### src/rtl/uart_regfront_pkg.sv
package uart_regfront_pkg;
  localparam logic [7:0] OFS_MODE = 8'h00;
  localparam logic [7:0] OFS_CTRL = 8'h08;
  localparam logic [7:0] OFS_TXD  = 8'h0C;
  localparam logic [7:0] OFS_STAT = 8'h10;
  localparam logic [7:0] OFS_RXD  = 8'h14;
  localparam logic [7:0] OFS_FCTL = 8'h18;
  localparam logic [7:0] OFS_PORT = 8'h20;

  localparam logic [7:0] MASK_MODE = 8'h7B;
  localparam logic [7:0] MASK_CTRL = 8'hFA;
  localparam logic [7:0] MASK_PORT = 8'hF3;
  localparam logic [7:0] CTRL_RST  = 8'h20;

  localparam int CB_RXEN = 4;
  localparam int CB_TXEN = 5;
  localparam int CB_RIE  = 6;
  localparam int CB_TIE  = 7;
  localparam int FB_FLUSH = 1;

  localparam int SB_TEND = 6;
  localparam int SB_TDE  = 5;
  localparam int SB_BRK  = 4;
  localparam int SB_RDF  = 1;
  localparam int SB_DR   = 0;

  typedef struct packed {
    logic tend;
    logic tde;
    logic brk;
    logic rdf;
    logic dr;
  } stat_flags_t;

  function automatic logic [7:0] pack_status(input stat_flags_t f);
    logic [7:0] r;
    r = '0;
    r[SB_TEND] = f.tend;
    r[SB_TDE]  = f.tde;
    r[SB_BRK]  = f.brk;
    r[SB_RDF]  = f.rdf;
    r[SB_DR]   = f.dr;
    return r;
  endfunction

  // flags whose bit is written as zero are selected for clearing
  function automatic stat_flags_t zero_bits(input logic [7:0] w);
    stat_flags_t c;
    c.tend = ~w[SB_TEND];
    c.tde  = ~w[SB_TDE];
    c.brk  = ~w[SB_BRK];
    c.rdf  = ~w[SB_RDF];
    c.dr   = ~w[SB_DR];
    return c;
  endfunction

  function automatic logic [7:0] trig_level(input logic [1:0] code);
    case (code)
      2'd0:    return 8'd1;
      2'd1:    return 8'd4;
      2'd2:    return 8'd8;
      default: return 8'd14;
    endcase
  endfunction
endpackage

### src/rtl/uart_rx_fifo.sv
module uart_rx_fifo #(
  parameter int DEPTH = 16,
  parameter int WIDTH = 8
) (
  input  logic             clk,
  input  logic             rst_n,
  input  logic             push,
  input  logic [WIDTH-1:0] push_data,
  input  logic             pop,
  input  logic             flush,
  output logic [WIDTH-1:0] rd_data,
  output logic [$clog2(DEPTH+1)-1:0] count,
  output logic [$clog2(DEPTH+1)-1:0] count_next,
  output logic             push_acc,
  output logic             pop_acc
);
  localparam int PTR_W = $clog2(DEPTH);
  localparam int CNT_W = $clog2(DEPTH + 1);

  logic [WIDTH-1:0] mem [DEPTH];
  logic [PTR_W-1:0] head_q, tail_q;

  function automatic logic [PTR_W-1:0] bump(input logic [PTR_W-1:0] p);
    return (p == PTR_W'(DEPTH - 1)) ? '0 : p + 1'b1;
  endfunction

  assign push_acc = push && !flush && (count < CNT_W'(DEPTH));
  assign pop_acc  = pop && !flush && (count != '0);
  assign rd_data  = (count != '0) ? mem[tail_q] : '0;

  always_comb begin
    count_next = count;
    if (flush) begin
      count_next = '0;
    end else begin
      if (push_acc) count_next = count_next + 1'b1;
      if (pop_acc)  count_next = count_next - 1'b1;
    end
  end

  always_ff @(posedge clk) begin
    if (push_acc) mem[head_q] <= push_data;
  end

  always_ff @(posedge clk) begin
    if (!rst_n) begin
      head_q <= '0;
      tail_q <= '0;
      count  <= '0;
    end else begin
      count <= count_next;
      if (flush) begin
        head_q <= '0;
        tail_q <= '0;
      end else begin
        if (push_acc) head_q <= bump(head_q);
        if (pop_acc)  tail_q <= bump(tail_q);
      end
    end
  end


  fifo_bound_chk: assert property (@(posedge clk) disable iff (!rst_n)
    count <= CNT_W'(DEPTH));


  full_drop_chk: assert property (@(posedge clk) disable iff (!rst_n)
    (count == CNT_W'(DEPTH) && push && !pop && !flush) |=> count == CNT_W'(DEPTH));


  flush_empty_chk: assert property (@(posedge clk) disable iff (!rst_n)
    flush |=> count == '0);
endmodule

### src/rtl/uart_stat_flags.sv
module uart_stat_flags
  import uart_regfront_pkg::*;
(
  input  logic        clk,
  input  logic        rst_n,
  input  stat_flags_t set_i,
  input  stat_flags_t clr_i,
  input  logic        irq_set,
  input  logic        irq_clr,
  output stat_flags_t flags,
  output logic        rx_irq
);
  always_ff @(posedge clk) begin
    if (!rst_n) begin
      flags  <= '{tend: 1'b1, tde: 1'b1, brk: 1'b0, rdf: 1'b0, dr: 1'b0};
      rx_irq <= 1'b0;
    end else begin
      flags  <= (flags | set_i) & ~clr_i;
      rx_irq <= (rx_irq | irq_set) & ~irq_clr;
    end
  end


  tde_clear_chk: assert property (@(posedge clk) disable iff (!rst_n)
    clr_i.tde |=> !flags.tde);


  rdf_clear_chk: assert property (@(posedge clk) disable iff (!rst_n)
    clr_i.rdf |=> !flags.rdf);


  irq_drop_chk: assert property (@(posedge clk) disable iff (!rst_n)
    irq_clr |=> !rx_irq);
endmodule

### src/rtl/uart_regfront.sv
module uart_regfront
  import uart_regfront_pkg::*;
#(
  parameter int RX_DEPTH = 16
) (
  input  logic       clk,
  input  logic       rst_n,
  input  logic [7:0] bus_addr,
  input  logic       bus_wr,
  input  logic       bus_rd,
  input  logic [7:0] bus_wdata,
  output logic [7:0] bus_rdata,
  output logic       tx_valid,
  output logic [7:0] tx_data,
  input  logic       rx_valid,
  input  logic [7:0] rx_data,
  input  logic       rx_break,
  output logic       rx_irq,
  output logic       tx_irq
);
  localparam int CNT_W = $clog2(RX_DEPTH + 1);

  logic [7:0] mode_q, ctrl_q, fctl_q, port_q;

  logic wr_mode, wr_ctrl, wr_txd, wr_stat, wr_fctl, wr_port;
  logic rd_stat, rd_rxd;
  assign wr_mode = bus_wr && (bus_addr == OFS_MODE);
  assign wr_ctrl = bus_wr && (bus_addr == OFS_CTRL);
  assign wr_txd  = bus_wr && (bus_addr == OFS_TXD);
  assign wr_stat = bus_wr && (bus_addr == OFS_STAT);
  assign wr_fctl = bus_wr && (bus_addr == OFS_FCTL);
  assign wr_port = bus_wr && (bus_addr == OFS_PORT);
  assign rd_stat = bus_rd && (bus_addr == OFS_STAT);
  assign rd_rxd  = bus_rd && (bus_addr == OFS_RXD);

  // named events for the assertions
  logic rx_push, rx_flush, rearm_tx;
  assign rx_push  = rx_valid && ctrl_q[CB_RXEN];
  assign rx_flush = wr_fctl && bus_wdata[FB_FLUSH];
  assign rearm_tx = rd_stat && ctrl_q[CB_TXEN];

  logic [7:0]       fifo_rd_data;
  logic [CNT_W-1:0] rx_count, rx_count_next, trig;
  logic             push_acc, pop_acc;

  uart_rx_fifo #(.DEPTH(RX_DEPTH), .WIDTH(8)) u_fifo (
    .clk        (clk),
    .rst_n      (rst_n),
    .push       (rx_push),
    .push_data  (rx_data),
    .pop        (rd_rxd),
    .flush      (rx_flush),
    .rd_data    (fifo_rd_data),
    .count      (rx_count),
    .count_next (rx_count_next),
    .push_acc   (push_acc),
    .pop_acc    (pop_acc)
  );

  assign trig = CNT_W'(trig_level(fctl_q[7:6]));

  logic rdf_rise, rdf_fall;
  assign rdf_rise = push_acc && (rx_count_next >= trig);
  assign rdf_fall = pop_acc && (rx_count_next < trig);

  stat_flags_t fl_set, fl_clr, flags, wclr;
  logic        irq_set, irq_clr;

  always_comb begin
    wclr = wr_stat ? zero_bits(bus_wdata) : '0;
    fl_set.tend = (wr_ctrl && !bus_wdata[CB_TXEN]) || rearm_tx;
    fl_set.tde  = rearm_tx;
    fl_set.brk  = rx_break;
    fl_set.rdf  = rdf_rise;
    fl_set.dr   = 1'b0;
    fl_clr      = wclr;
    fl_clr.tde  = wclr.tde || wr_txd;
    fl_clr.rdf  = wclr.rdf || rdf_fall;
    irq_set = rdf_rise && ctrl_q[CB_RIE];
    irq_clr = (wr_ctrl && !bus_wdata[CB_RIE]) || wclr.rdf || wclr.dr;
  end

  uart_stat_flags u_flags (
    .clk     (clk),
    .rst_n   (rst_n),
    .set_i   (fl_set),
    .clr_i   (fl_clr),
    .irq_set (irq_set),
    .irq_clr (irq_clr),
    .flags   (flags),
    .rx_irq  (rx_irq)
  );

  always_ff @(posedge clk) begin
    if (!rst_n) begin
      mode_q   <= '0;
      ctrl_q   <= CTRL_RST;
      fctl_q   <= '0;
      port_q   <= '0;
      tx_data  <= '0;
      tx_valid <= 1'b0;
      tx_irq   <= 1'b0;
    end else begin
      tx_valid <= wr_txd;
      if (wr_txd)  tx_data <= bus_wdata;
      if (wr_mode) mode_q  <= bus_wdata & MASK_MODE;
      if (wr_ctrl) begin
        ctrl_q <= bus_wdata & MASK_CTRL;
        tx_irq <= bus_wdata[CB_TIE];
      end
      if (wr_fctl) fctl_q <= bus_wdata;
      if (wr_port) port_q <= bus_wdata & MASK_PORT;
    end
  end

  always_comb begin
    case (bus_addr)
      OFS_MODE: bus_rdata = mode_q;
      OFS_CTRL: bus_rdata = ctrl_q;
      OFS_TXD:  bus_rdata = tx_data;
      OFS_STAT: bus_rdata = pack_status(flags);
      OFS_RXD:  bus_rdata = fifo_rd_data;
      OFS_FCTL: bus_rdata = fctl_q;
      OFS_PORT: bus_rdata = port_q;
      default:  bus_rdata = '0;
    endcase
  end


  rx_gate_chk: assert property (@(posedge clk) disable iff (!rst_n)
    (rx_valid && !ctrl_q[CB_RXEN] && !rd_rxd && !wr_fctl) |=> $stable(rx_count));


  tx_irq_follow_chk: assert property (@(posedge clk) disable iff (!rst_n)
    wr_ctrl |=> tx_irq == $past(bus_wdata[CB_TIE]));


  tx_emit_chk: assert property (@(posedge clk) disable iff (!rst_n)
    wr_txd |=> (tx_valid && tx_data == $past(bus_wdata) && !flags.tde));


  rdf_follow_chk: assert property (@(posedge clk) disable iff (!rst_n)
    (push_acc && !wr_stat && (rx_count_next >= trig)) |=> flags.rdf);
endmodule

### config.mk
export PLATFORM = sky130hd
export DESIGN_NAME = uart_regfront
export DESIGN_NICKNAME = d
export VERILOG_FILES = /design/src/rtl/uart_regfront_pkg.sv /design/src/rtl/uart_rx_fifo.sv /design/src/rtl/uart_stat_flags.sv /design/src/rtl/uart_regfront.sv
export SDC_FILE = /design/constraint.sdc
export NUM_CORES = 1
export LEC_CHECK = 0
export BUFFER_PORTS_ARGS = -buffer_cell sky130_fd_sc_hd__buf_2
export CELL_PAD_IN_SITES_DETAIL_PLACEMENT = 1
export CELL_PAD_IN_SITES_GLOBAL_PLACEMENT = 1
export CORE_ASPECT_RATIO = 1.4
export CORE_MARGIN = 5
export CORE_UTILIZATION = 51
export DETAILED_ROUTE_END_ITERATION = 8
export PLACE_DENSITY = 0.77
export SLEW_MARGIN = 30
export SYNTH_ARGS = -nofsm -noshare
export SYNTH_HDL_FRONTEND = slang
export SYNTH_SLANG_ARGS = --single-unit
### constraint.sdc
create_clock -name clk -period 3.48 [get_ports clk]
set_input_delay 0.696 -clock clk [delete_from_list [all_inputs] [get_ports clk]]
set_output_delay 0.696 -clock clk [all_outputs]
set_load 0.05 [all_outputs]
==> run_results.csv, run 1 <==
group,metric,value,unit
detailed_routing,drcViolationCount,0,
floorplan,dieArea,18300,um^2
clocking,worstSkewPairLatency,430,ps
run_status,outcome,"finished, final reports clean",
detailed_routing,drt-wirelength-per-cell,23.1,um
worst_setup_path,critical_path_arrival,2660,ps
clocking,clockRootBuffer,"clkbuf_16",
worst_setup_path,r2r_end,"u_flags.rx_irq",
worst_setup_path,critical_path_class,"register to output port",
floorplan,die_y,158,um
synth,syn_area_per_cell,14.1,um^2
placed_design,portBuffers,48,
power_and_ir_drop,peakVddDrop,0.000337,V
timing,hold_viol,0,
synth,yosysSeqAreaShare,62.7,%
hold_path,min_delay_path_depth,1,
cells_and_area,drive_gt1_share,26.6,%
placed_design,gp_congestion,0.835,
worst_setup_path,cp-end-kind,"output port",
detailed_routing,routed_wl,19.5,mm
floorplan,initial_utilization,51.6,%
synth,yosysTopAreaCell,"edfxtp_1",
global_route,grt.total_usage,22.7,%
clocking,tritoncts,"yes",
hold_path,min_path_type,"register to register",
timing,fin_ws,125,ps
clocking,cts.repair.resized,1,
timing,tightestPinTransition,681,ps
hold_path,min_to,"u_flags.flags[0]",
detailed_routing,route.antenna.remaining_nets,0,
worst_setup_path,r2r_cells,15,
synth,syn-instance-count,567,
floorplan,core_region_area,15500,um^2
clocking,postCtsHoldBufs,0,
hold_path,hp-start,"u_flags.flags[0]",
placed_design,dp_slack,-85.8,ps
global_route,grt_pass1_wl,31.0,mm
power_and_ir_drop,switching_share,23.2,%
cells_and_area,syn_to_final_growth,15.9,%
worst_setup_path,timing.rr.start,"u_fifo.count[1]",
clocking,numCtsBuffers,17,
detailed_routing,dr.pass1.iters,5,
timing,grt_setup_unrepaired,"no",
cells_and_area,final_cell_mix,"edfxtp_1 (128), nand2_1 (78), dfxtp_1 (57)",
cells_and_area,diodes,0,
worst_setup_path,worst_ep_required_time,2780,ps
placed_design,dp_hpwl,13.7,mm
cells_and_area,final_common_cell,"edfxtp_1",
power_and_ir_drop,combPwrFrac,2.0,%
timing,min_period_over_period,96.4,%
worst_setup_path,cp-start-kind,"register",
power_and_ir_drop,power_density,473,nW/um^2
detailed_routing,num_vias,5038,
synth,syn_nets,608,
worst_setup_path,ff2ff_setup_slack,310,ps
power_and_ir_drop,p_int,0.00336,W
worst_setup_path,crit_path_max_fanout,15,
clocking,cts_sinks,186,
power_and_ir_drop,switchingPower,0.00101,W
synth,synth_edf_count,128,
synth,synth_top_area_share,48.1,%
clocking,cts.path.max_buffers,2,
cells_and_area,nets,678,
timing,finalClockSkew,10.6,ps
clocking,post_cts_buffers,0,
synth,synth_ff_type,"edfxtp_1",
synth,synth-seq-cells,186,
clocking,htree_levels,4,
clocking,path_clk_slew,70,ps
cells_and_area,nFillCells,1519,
power_and_ir_drop,seqPwrFrac,53.9,%
floorplan,io_pins,49,
detailed_routing,drtIter0Drc,442,
power_and_ir_drop,leakage,3.10,nW
timing,slew_violations,0,
timing,period_needed,3350,ps
floorplan,die_w,116,um
global_route,antenna_found_initial,0,
detailed_routing,vias_per_cell,5.96,
global_route,grt_max_degree,43,
synth,yosysWarnings,0,
job,drv_cap,0,
cells_and_area,post-route-util,59.8,%
synth,synthArstFlopShare,0,%
global_route,grt_pass1_vias,5505,
synth,synthTopCellsByArea,"edfxtp_1 (48%), dfxtp_1 (15%), mux4_2 (11%)",
global_route,grt-ovfl-total,0,
synth,syn_area,7990,um^2
timing,relSlewSlack,54.6,%
floorplan,row_count,54,
synth,ys_types,59,
power_and_ir_drop,clkPwrFrac,44.1,%
timing,fmax,298,MHz
timing,setup_viol,0,
-- worst max-delay path by stage --
stage	from	endpoint	slack (ps)	depth (start not counted)
global placement	bus_addr[5]	u_flags.flags[1]	-10	14
CTS	register	bus_rdata[0]	90	6
global route	u_fifo.count[1]	u_flags.flags[1]	30	15
detailed placement	bus_addr[5]	u_flags.flags[1]	-90	14
floorplan	bus_addr[5]	u_flags.flags[1]	230	13
finish	register	bus_rdata[0]	130	6
-- per-stage QoR --
stage	cell area [um^2]	TNS (ps)	cells	hold WS, ps	total power [W]
2_1_floorplan	7990	0	567	430	0.00244
3_3_place_gp	8630	-14.9	814	433	0.00249
3_5_place_dp	8630	-134	814	440	0.00250
4_1_cts	9250	0	846	450	0.00440
5_1_grt	9250	0	846	477	0.00452
6_report	9250	0	846	449	0.00437
-- power groups by stage --
stage,registers [W],logic [W],clock network (W)
finish,0.00236,0.0000881,0.00193
global route,0.00236,0.0000961,0.00207
CTS,0.00236,0.0000885,0.00196
detailed placement,0.00241,0.0000880,0
global placement,0.00241,0.0000821,0
floorplan,0.00241,0.0000285,0
-- area by class of cell --
cell class	count	area, um^2	area share, %
Sequential cell	186	5010	54.1
Inverter	13	48.8	0.527
Multi-Input combinational cell	338	2810	30.4
Clock inverter	15	185	2.00
Timing Repair Buffer	81	526	5.68
Tap cell	196	245	2.65
Clock buffer	17	425	4.60
-- critical path, cell delays in order (launching register included) --
cell	delay (ps)
dfxtp_4	550
buf_4	210
mux4_2	500
mux4_2	480
nand2_1	140
nand3_1	100
buf_2	240
-- registers in the layout (all words and copies together), names as in the netlist, named ones only --
register	cells
ctrl_q	5
fctl_q	8
mode_q	6
port_q	6
tx_data	8
tx_irq	1
tx_valid	1
u_fifo.count	5
u_fifo.head_q	4
u_fifo.mem	128
u_fifo.tail_q	4
u_flags.flags	5
u_flags.rx_irq	1
-- synthesized netlist by cell type (2+ instances only) --
library cell,n
a21boi_0,31
inv_1,13
buf_2,5
and3_1,4
dfxtp_1,58
nand2_1,78
clkbuf_1,22
edfxtp_1,128
xor2_2,2
or3_1,3
a22oi_1,13
o21ai_0,9
nor3_1,7
a222oi_1,4
a21oi_1,10
ha_1,11
nor4b_4,2
nand2b_1,3
nor2_1,25
and2_1,9
a311oi_1,3
nand3_1,27
buf_4,2
xnor2_1,5
nor4_1,5
xor2_1,5
mux4_2,40
nand4_1,5
a211oi_1,3
nor2b_1,6
-- per-layer routing --
layer	share of wire, %	vias up	global-route usage [%]	routed length (um)
met5	0	-	0	0
met4	2.5	0	9.40	489
met3	3.7	32	3.67	715
met2	54	130	40.7	10600
met1	40	2581	27.1	7730
li1	-	2295	-	-
-- logic make-up (layout without fill, tap and decap cells) --
group / after synthesis / in the layout / share of synthesized area (%)
compound gates: 87 / 87 / 8.55
xor+xnor: 13 / 13 / 1.71
fa+ha+maj: 11 / 11 / 1.72
buf+inv: 43 / 126 / 2.19
flops: 186 / 186 / 62.7
mux: 41 / 41 / 11.4
simple gates: 186 / 186 / 11.8
Note: power is estimated with default switching activity, not from simulation.
==> run 2: changes to the inputs <==
CORE_UTILIZATION = 40   (was 51)
CTS_CLUSTER_DIAMETER = 150   (was unset)
PLACE_DENSITY = 0.62   (was 0.77)
==> run_results.csv, run 2 (same netlist as run 1, synthesis figures left out) <==
group,metric,value,unit
cells_and_area,regMostFlops,"u_fifo.mem",
cells_and_area,final_area,9300,um^2
worst_setup_path,path_buf_inv,3,
worst_setup_path,critPathMaxStageDelay,510,ps
placed_design,dp_slack,-156,ps
worst_setup_path,slowest_stage,"mux4_2",
clocking,cts.repair.resized,0,
timing,min_period_over_period,96.4,%
placed_design,gp_congestion,0.800,
cells_and_area,diodes,0,
cells_and_area,largest_reg_flops,128,
clocking,clockRootBuffer,"clkbuf_16",
power_and_ir_drop,seqPwrFrac,54.7,%
global_route,grt_max_degree,43,
power_and_ir_drop,clkPwrFrac,43.2,%
worst_setup_path,worst_ep_required_time,2780,ps
power_and_ir_drop,power_density,463,nW/um^2
detailed_routing,num_vias,5014,
timing,fin_ws,125,ps
detailed_routing,drtIter0Drc,352,
floorplan,io_pins,49,
hold_path,min_delay_path_depth,1,
global_route,grt_pass1_wl,31.0,mm
hold_path,min_path_type,"register to register",
worst_setup_path,critical_path_class,"register to output port",
timing,tightestPinTransition,541,ps
detailed_routing,vias_per_cell,5.53,
timing,hold_viol,0,
timing,finalClockSkew,12.2,ps
global_route,grt.total_usage,18.0,%
job,drv_cap,0,
timing,setup_viol,0,
floorplan,row_count,61,
clocking,numCtsBuffers,17,
worst_setup_path,critical_path_arrival,2660,ps
timing,fmax,298,MHz
worst_setup_path,cp-end-kind,"output port",
clocking,postCtsHoldBufs,0,
placed_design,dp_hpwl,13.5,mm
worst_setup_path,crit_path_max_fanout,11,
detailed_routing,dr.pass1.iters,4,
clocking,cts_sinks,186,
floorplan,initial_utilization,40.4,%
worst_setup_path,crit_path_frequent_cell,"mux4_2",
global_route,grt-ovfl-total,0,
clocking,tritoncts,"yes",
timing,slew_violations,0,
worst_setup_path,path_delay_family,"multiplexers",
floorplan,core_region_area,19800,um^2
cells_and_area,syn_to_final_growth,16.4,%
cells_and_area,post-route-util,47.0,%
detailed_routing,route.antenna.remaining_nets,0,
floorplan,die_y,177,um
worst_setup_path,cp.depth,7,
detailed_routing,drt-wirelength-per-cell,21.7,um
clocking,worstSkewPairLatency,440,ps
floorplan,dieArea,22900,um^2
power_and_ir_drop,p_int,0.00333,W
power_and_ir_drop,peakVddDrop,0.000277,V
detailed_routing,routed_wl,19.7,mm
global_route,antenna_found_initial,0,
worst_setup_path,cp-start-kind,"register",
cells_and_area,largestRegisters,"u_fifo.mem: 128 flops, fctl_q: 8 flops, tx_data: 8 flops",
cells_and_area,nets,683,
cells_and_area,final_common_cell,"edfxtp_1",
clocking,htree_levels,4,
cells_and_area,drive_gt1_share,26.9,%
timing,relSlewSlack,63.8,%
detailed_routing,drcViolationCount,0,
power_and_ir_drop,switching_share,22.7,%
power_and_ir_drop,combPwrFrac,2.1,%
power_and_ir_drop,leakage,3.11,nW
worst_setup_path,crit_path_cell_trace,"buf_12 > buf_4 > mux4_2 > mux4_2 > nand2_1 > nand4_1 > buf_2",
clocking,cts.path.max_buffers,2,
timing,period_needed,3350,ps
global_route,grt_pass1_vias,5477,
clocking,path_clk_slew,80,ps
run_status,outcome,"finished, final reports clean",
worst_setup_path,r2r_cells,13,
timing,grt_setup_unrepaired,"no",
floorplan,die_w,129,um
cells_and_area,final_cell_mix,"edfxtp_1 (128), nand2_1 (78), dfxtp_1 (57)",
placed_design,placed_cell_area,8670,um^2
placed_design,portBuffers,48,
power_and_ir_drop,switchingPower,0.000978,W
[run 2: layout make-up]
class,instances,area [um^2]
fill,2014,10500
inverter,13,48.8
tap,252,315
clock inverter,14,126
multi-input combinational,338,2810
timing repair buffer,86,568
clock buffer,18,429
sequential,186,5010
[run 2: power by group through the flow]
stage | Clock, W | Combinational [W] | Sequential, W
6_report | 0.00186 | 0.0000899 | 0.00236
5_1_grt | 0.00201 | 0.0000984 | 0.00236
4_1_cts | 0.00192 | 0.0000909 | 0.00236
3_5_place_dp | 0 | 0.0000904 | 0.00241
3_3_place_gp | 0 | 0.0000848 | 0.00241
2_1_floorplan | 0 | 0.0000285 | 0.00241
[run 2: repair_timing]
action / in CTS / in global routing
endpoints found under the hold margin: 0 / 0
endpoints found under the setup margin: 0 / 1
setup buffers: 0 / 7
[run 2: path summary, 6_finish.rpt]
path	to	from	slack, ps
setup reg to reg	u_flags.flags[1]	u_fifo.count[2]	460
setup / recovery	bus_rdata[6]	register	130
hold reg to reg	u_flags.flags[0]	u_flags.flags[0]	450
hold / removal	u_flags.flags[0]	u_flags.flags[0]	450
[run 2: through the flow]
stage / TNS [ps] / hold WS (ps) / total power, W / std cells
6_report: 0 / 449 / 0.00431 / 907
5_1_grt: 0 / 485 / 0.00446 / 907
4_1_cts: 0 / 451 / 0.00437 / 899
3_5_place_dp: -168 / 440 / 0.00250 / 867
3_3_place_gp: -45.7 / 441 / 0.00249 / 867
2_1_floorplan: 0 / 430 / 0.00244 / 567
[run 2: layer usage]
layer  track usage (%)  wire length, um  up-vias  share of wire (%)
met5                 0                0        -                  0
met4              6.63              322        0                1.6
met3              2.93              585       26                3.0
met2              32.8            10900       92                 55
met1              21.0             7880     2590                 40
li1                  -                -     2306                  -
==> run 3: changes to the inputs <==
ABC_AREA = 1   (was unset)
CORE_UTILIZATION = 35   (was 40)
PLACE_DENSITY = 0.57   (was 0.62)
==> run_results.csv, run 3 <==
group,metric,value,unit
run_status,outcome,"finished, final reports clean",
cells_and_area,multiInputGateArea,2530,um^2
synth,syn_area,8040,um^2
global_route,grt_max_degree,57,
timing,hold_viol,0,
floorplan,dieArea,26200,um^2
job,drv_cap,0,
worst_setup_path,slowest_stage,"dfxtp_1",
detailed_routing,routed_wl,21.6,mm
synth,ys_types,41,
worst_setup_path,cp-start-kind,"register",
cells_and_area,regMostFlops,"u_fifo.mem",
timing,setup_viol,0,
cells_and_area,diodes,0,
global_route,grt-ovfl-total,0,
placed_design,placed_cell_area,8780,um^2
cells_and_area,nFillCells,2563,
power_and_ir_drop,power_density,460,nW/um^2
synth,syn_nets,788,
timing,fin_setup_tns,0,ps
placed_design,gp_congestion,0.800,
cells_and_area,final_cell_mix,"edfxtp_1 (128), o21ai_0 (110), inv_1 (94)",
floorplan,io_pins,49,
placed_design,dp_cells,1098,
timing,tightestPinTransition,814,ps
power_and_ir_drop,combPwrFrac,2.0,%
worst_setup_path,cp-end-kind,"output port",
detailed_routing,num_vias,5729,
cells_and_area,ff_latch_area,5010,um^2
synth,synthArstFlopShare,0,%
clocking,worstSkewPairLatency,430,ps
cells_and_area,syn_to_final_growth,16.5,%
worst_setup_path,ff2ff_setup_slack,540,ps
power_and_ir_drop,seqPwrFrac,54.7,%
clocking,path_clk_slew,70,ps
worst_setup_path,critical_path_arrival,2530,ps
cells_and_area,nets,858,
clocking,numCtsBuffers,17,
floorplan,die_w,138,um
floorplan,core_region_area,22600,um^2
synth,synthTopCellsByArea,"edfxtp_1 (48%), dfxtp_1 (14%), o21ai_0 (6.8%)",
cells_and_area,stdcell_count,1130,
detailed_routing,route.antenna.remaining_nets,0,
power_and_ir_drop,leakage,3.41,nW
clocking,cts.path.max_buffers,2,
hold_path,min_path_type,"register to register",
detailed_routing,vias_per_cell,5.07,
worst_setup_path,timing.rr.start,"u_fifo.count[0]",
global_route,grt.total_usage,16.9,%
clocking,cts.repair.resized,0,
global_route,antenna_found_initial,0,
cells_and_area,drive_gt1_share,17.2,%
synth,syn-instance-count,747,
timing,finalClockSkew,10.6,ps
worst_setup_path,crit_path_max_fanout,18,
power_and_ir_drop,p_int,0.00341,W
worst_setup_path,crit_path_cell_trace,"inv_1 > buf_4 > o21ai_0 > o21ai_0 > o22ai_1 > nand2_1 > nand4_1 > buf_2",
synth,synth_top_area_share,47.8,%
cells_and_area,largestRegisters,"u_fifo.mem: 128 flops, fctl_q: 8 flops, tx_data: 8 flops",
placed_design,dp_hpwl,15.5,mm
detailed_routing,drt-wirelength-per-cell,19.1,um
synth,synth-seq-cells,186,
clocking,htree_levels,4,
floorplan,row_count,65,
cells_and_area,final_area,9370,um^2
power_and_ir_drop,switchingPower,0.000903,W
synth,post_synth_most_frequent_cells,"edfxtp_1 (128), o21ai_0 (110), inv_1 (94)",
synth,yosysWarnings,0,
synth,synth_edf_count,128,
placed_design,portBuffers,48,
worst_setup_path,path_delay_family,"buffers and inverters",
clocking,cts_sinks,186,
global_route,grt_pass1_wl,34.4,mm
worst_setup_path,critPathMaxStageDelay,380,ps
power_and_ir_drop,clkPwrFrac,43.3,%
worst_setup_path,path_buf_inv,3,
worst_setup_path,cp.depth,8,
power_and_ir_drop,peakVddDrop,0.000336,V
worst_setup_path,endpoint,"bus_rdata[1]",
synth,syn_area_per_cell,10.8,um^2
cells_and_area,largest_reg_flops,128,
clocking,clockRootBuffer,"clkbuf_16",
timing,slew_violations,0,
timing,relSlewSlack,45.5,%
timing,min_period_over_period,92.6,%
synth,synth_ff_type,"edfxtp_1",
synth,yosysTopAreaCell,"edfxtp_1",
synth,synth.most_common_cell,"edfxtp_1",
detailed_routing,drtIter0Drc,225,
worst_setup_path,worst_ep_required_time,2780,ps
floorplan,die_y,189,um
detailed_routing,drcViolationCount,0,
worst_setup_path,crit_path_frequent_cell,"o21ai_0",
global_route,grt_pass1_vias,6192,
worst_setup_path,r2r_end,"u_flags.flags[1]",
floorplan,initial_utilization,35.6,%
clocking,tritoncts,"yes",
detailed_routing,dr.pass1.iters,4,
worst_setup_path,r2r_cells,16,
timing,grt_setup_unrepaired,"no",
synth,yosysSeqAreaShare,62.2,%
worst_setup_path,critical_path_class,"register to output port",
cells_and_area,final_common_cell,"edfxtp_1",
power_and_ir_drop,switching_share,20.9,%
timing,fmax,310,MHz
timing,period_needed,3220,ps
[run 3: what timing repair did]
item	in CTS	in global routing
endpoints found under the hold margin	0	0
hold buffers	0	0
endpoints found under the setup margin	0	3
setup buffers	0	1
[run 3: power by group through the flow]
stage | clock network (W) | registers [W] | logic [W]
floorplan | 0 | 0.00241 | 0.0000301
global placement | 0 | 0.00241 | 0.0000837
detailed placement | 0 | 0.00241 | 0.0000879
CTS | 0.00193 | 0.00236 | 0.0000884
global route | 0.00203 | 0.00236 | 0.0000961
finish | 0.00187 | 0.00236 | 0.0000859
[run 3: cell families (layout without fill, tap and decap cells)]
family,Yosys count,in the layout,share of synthesized area (%)
AO/OA/AOI/OAI,217,217,15.0
flip-flops,186,186,62.2
AND/OR/NAND/NOR,167,167,10.2
buffers and inverters,129,211,6.28
multiplexers,33,33,4.11
adder cells (fa/ha/maj),11,11,1.71
XOR/XNOR,4,4,0.436
[run 3: how the worst min path moves through the flow]
stage,slack [ps],start,end,cells after the start
6_report,460,fctl_q[4],fctl_q[4],2
5_1_grt,480,fctl_q[4],fctl_q[4],2
4_1_cts,460,fctl_q[4],fctl_q[4],2
3_5_place_dp,450,fctl_q[4],fctl_q[4],2
3_3_place_gp,440,fctl_q[4],fctl_q[4],2
2_1_floorplan,430,fctl_q[3],fctl_q[3],2
[run 3: worst min-delay path, cell delays in order, from the launching register on]
cell and delay [ps]:
dfxtp_1 300, inv_1 60, a21oi_1 50
[run 3: through the flow]
stage | total power, W | setup slack (ps) | utilization, % | hold slack (ps)
2_1_floorplan | 0.00244 | 468 | - | 430
3_3_place_gp | 0.00249 | 179 | 38.8 | 443
3_5_place_dp | 0.00250 | 73.3 | 38.8 | 448
4_1_cts | 0.00438 | 95.0 | 41.4 | 459
5_1_grt | 0.00448 | 55.9 | 41.4 | 483
6_report | 0.00431 | 256 | 41.4 | 459
[run 3: cell type report]
class | count | area share (%)
Sequential cell | 186 | 53.5
Inverter | 99 | 3.98
Timing Repair Buffer | 81 | 5.42
Clock buffer | 21 | 5.28
Clock inverter | 10 | 0.815
Multi-Input combinational cell | 432 | 27.0
Tap cell | 301 | 4.02
[run 3: routing by layer]
metal | vias to the layer above | global-route usage, % | routed length, um | share of wire [%]
met2 | 87 | 32.2 | 12200 | 56
met5 | - | 0 | 0 | 0
met1 | 2861 | 19.0 | 8650 | 40
met3 | 14 | 3.51 | 587 | 2.7
li1 | 2767 | - | - | -
met4 | 0 | 4.60 | 200 | 0.93
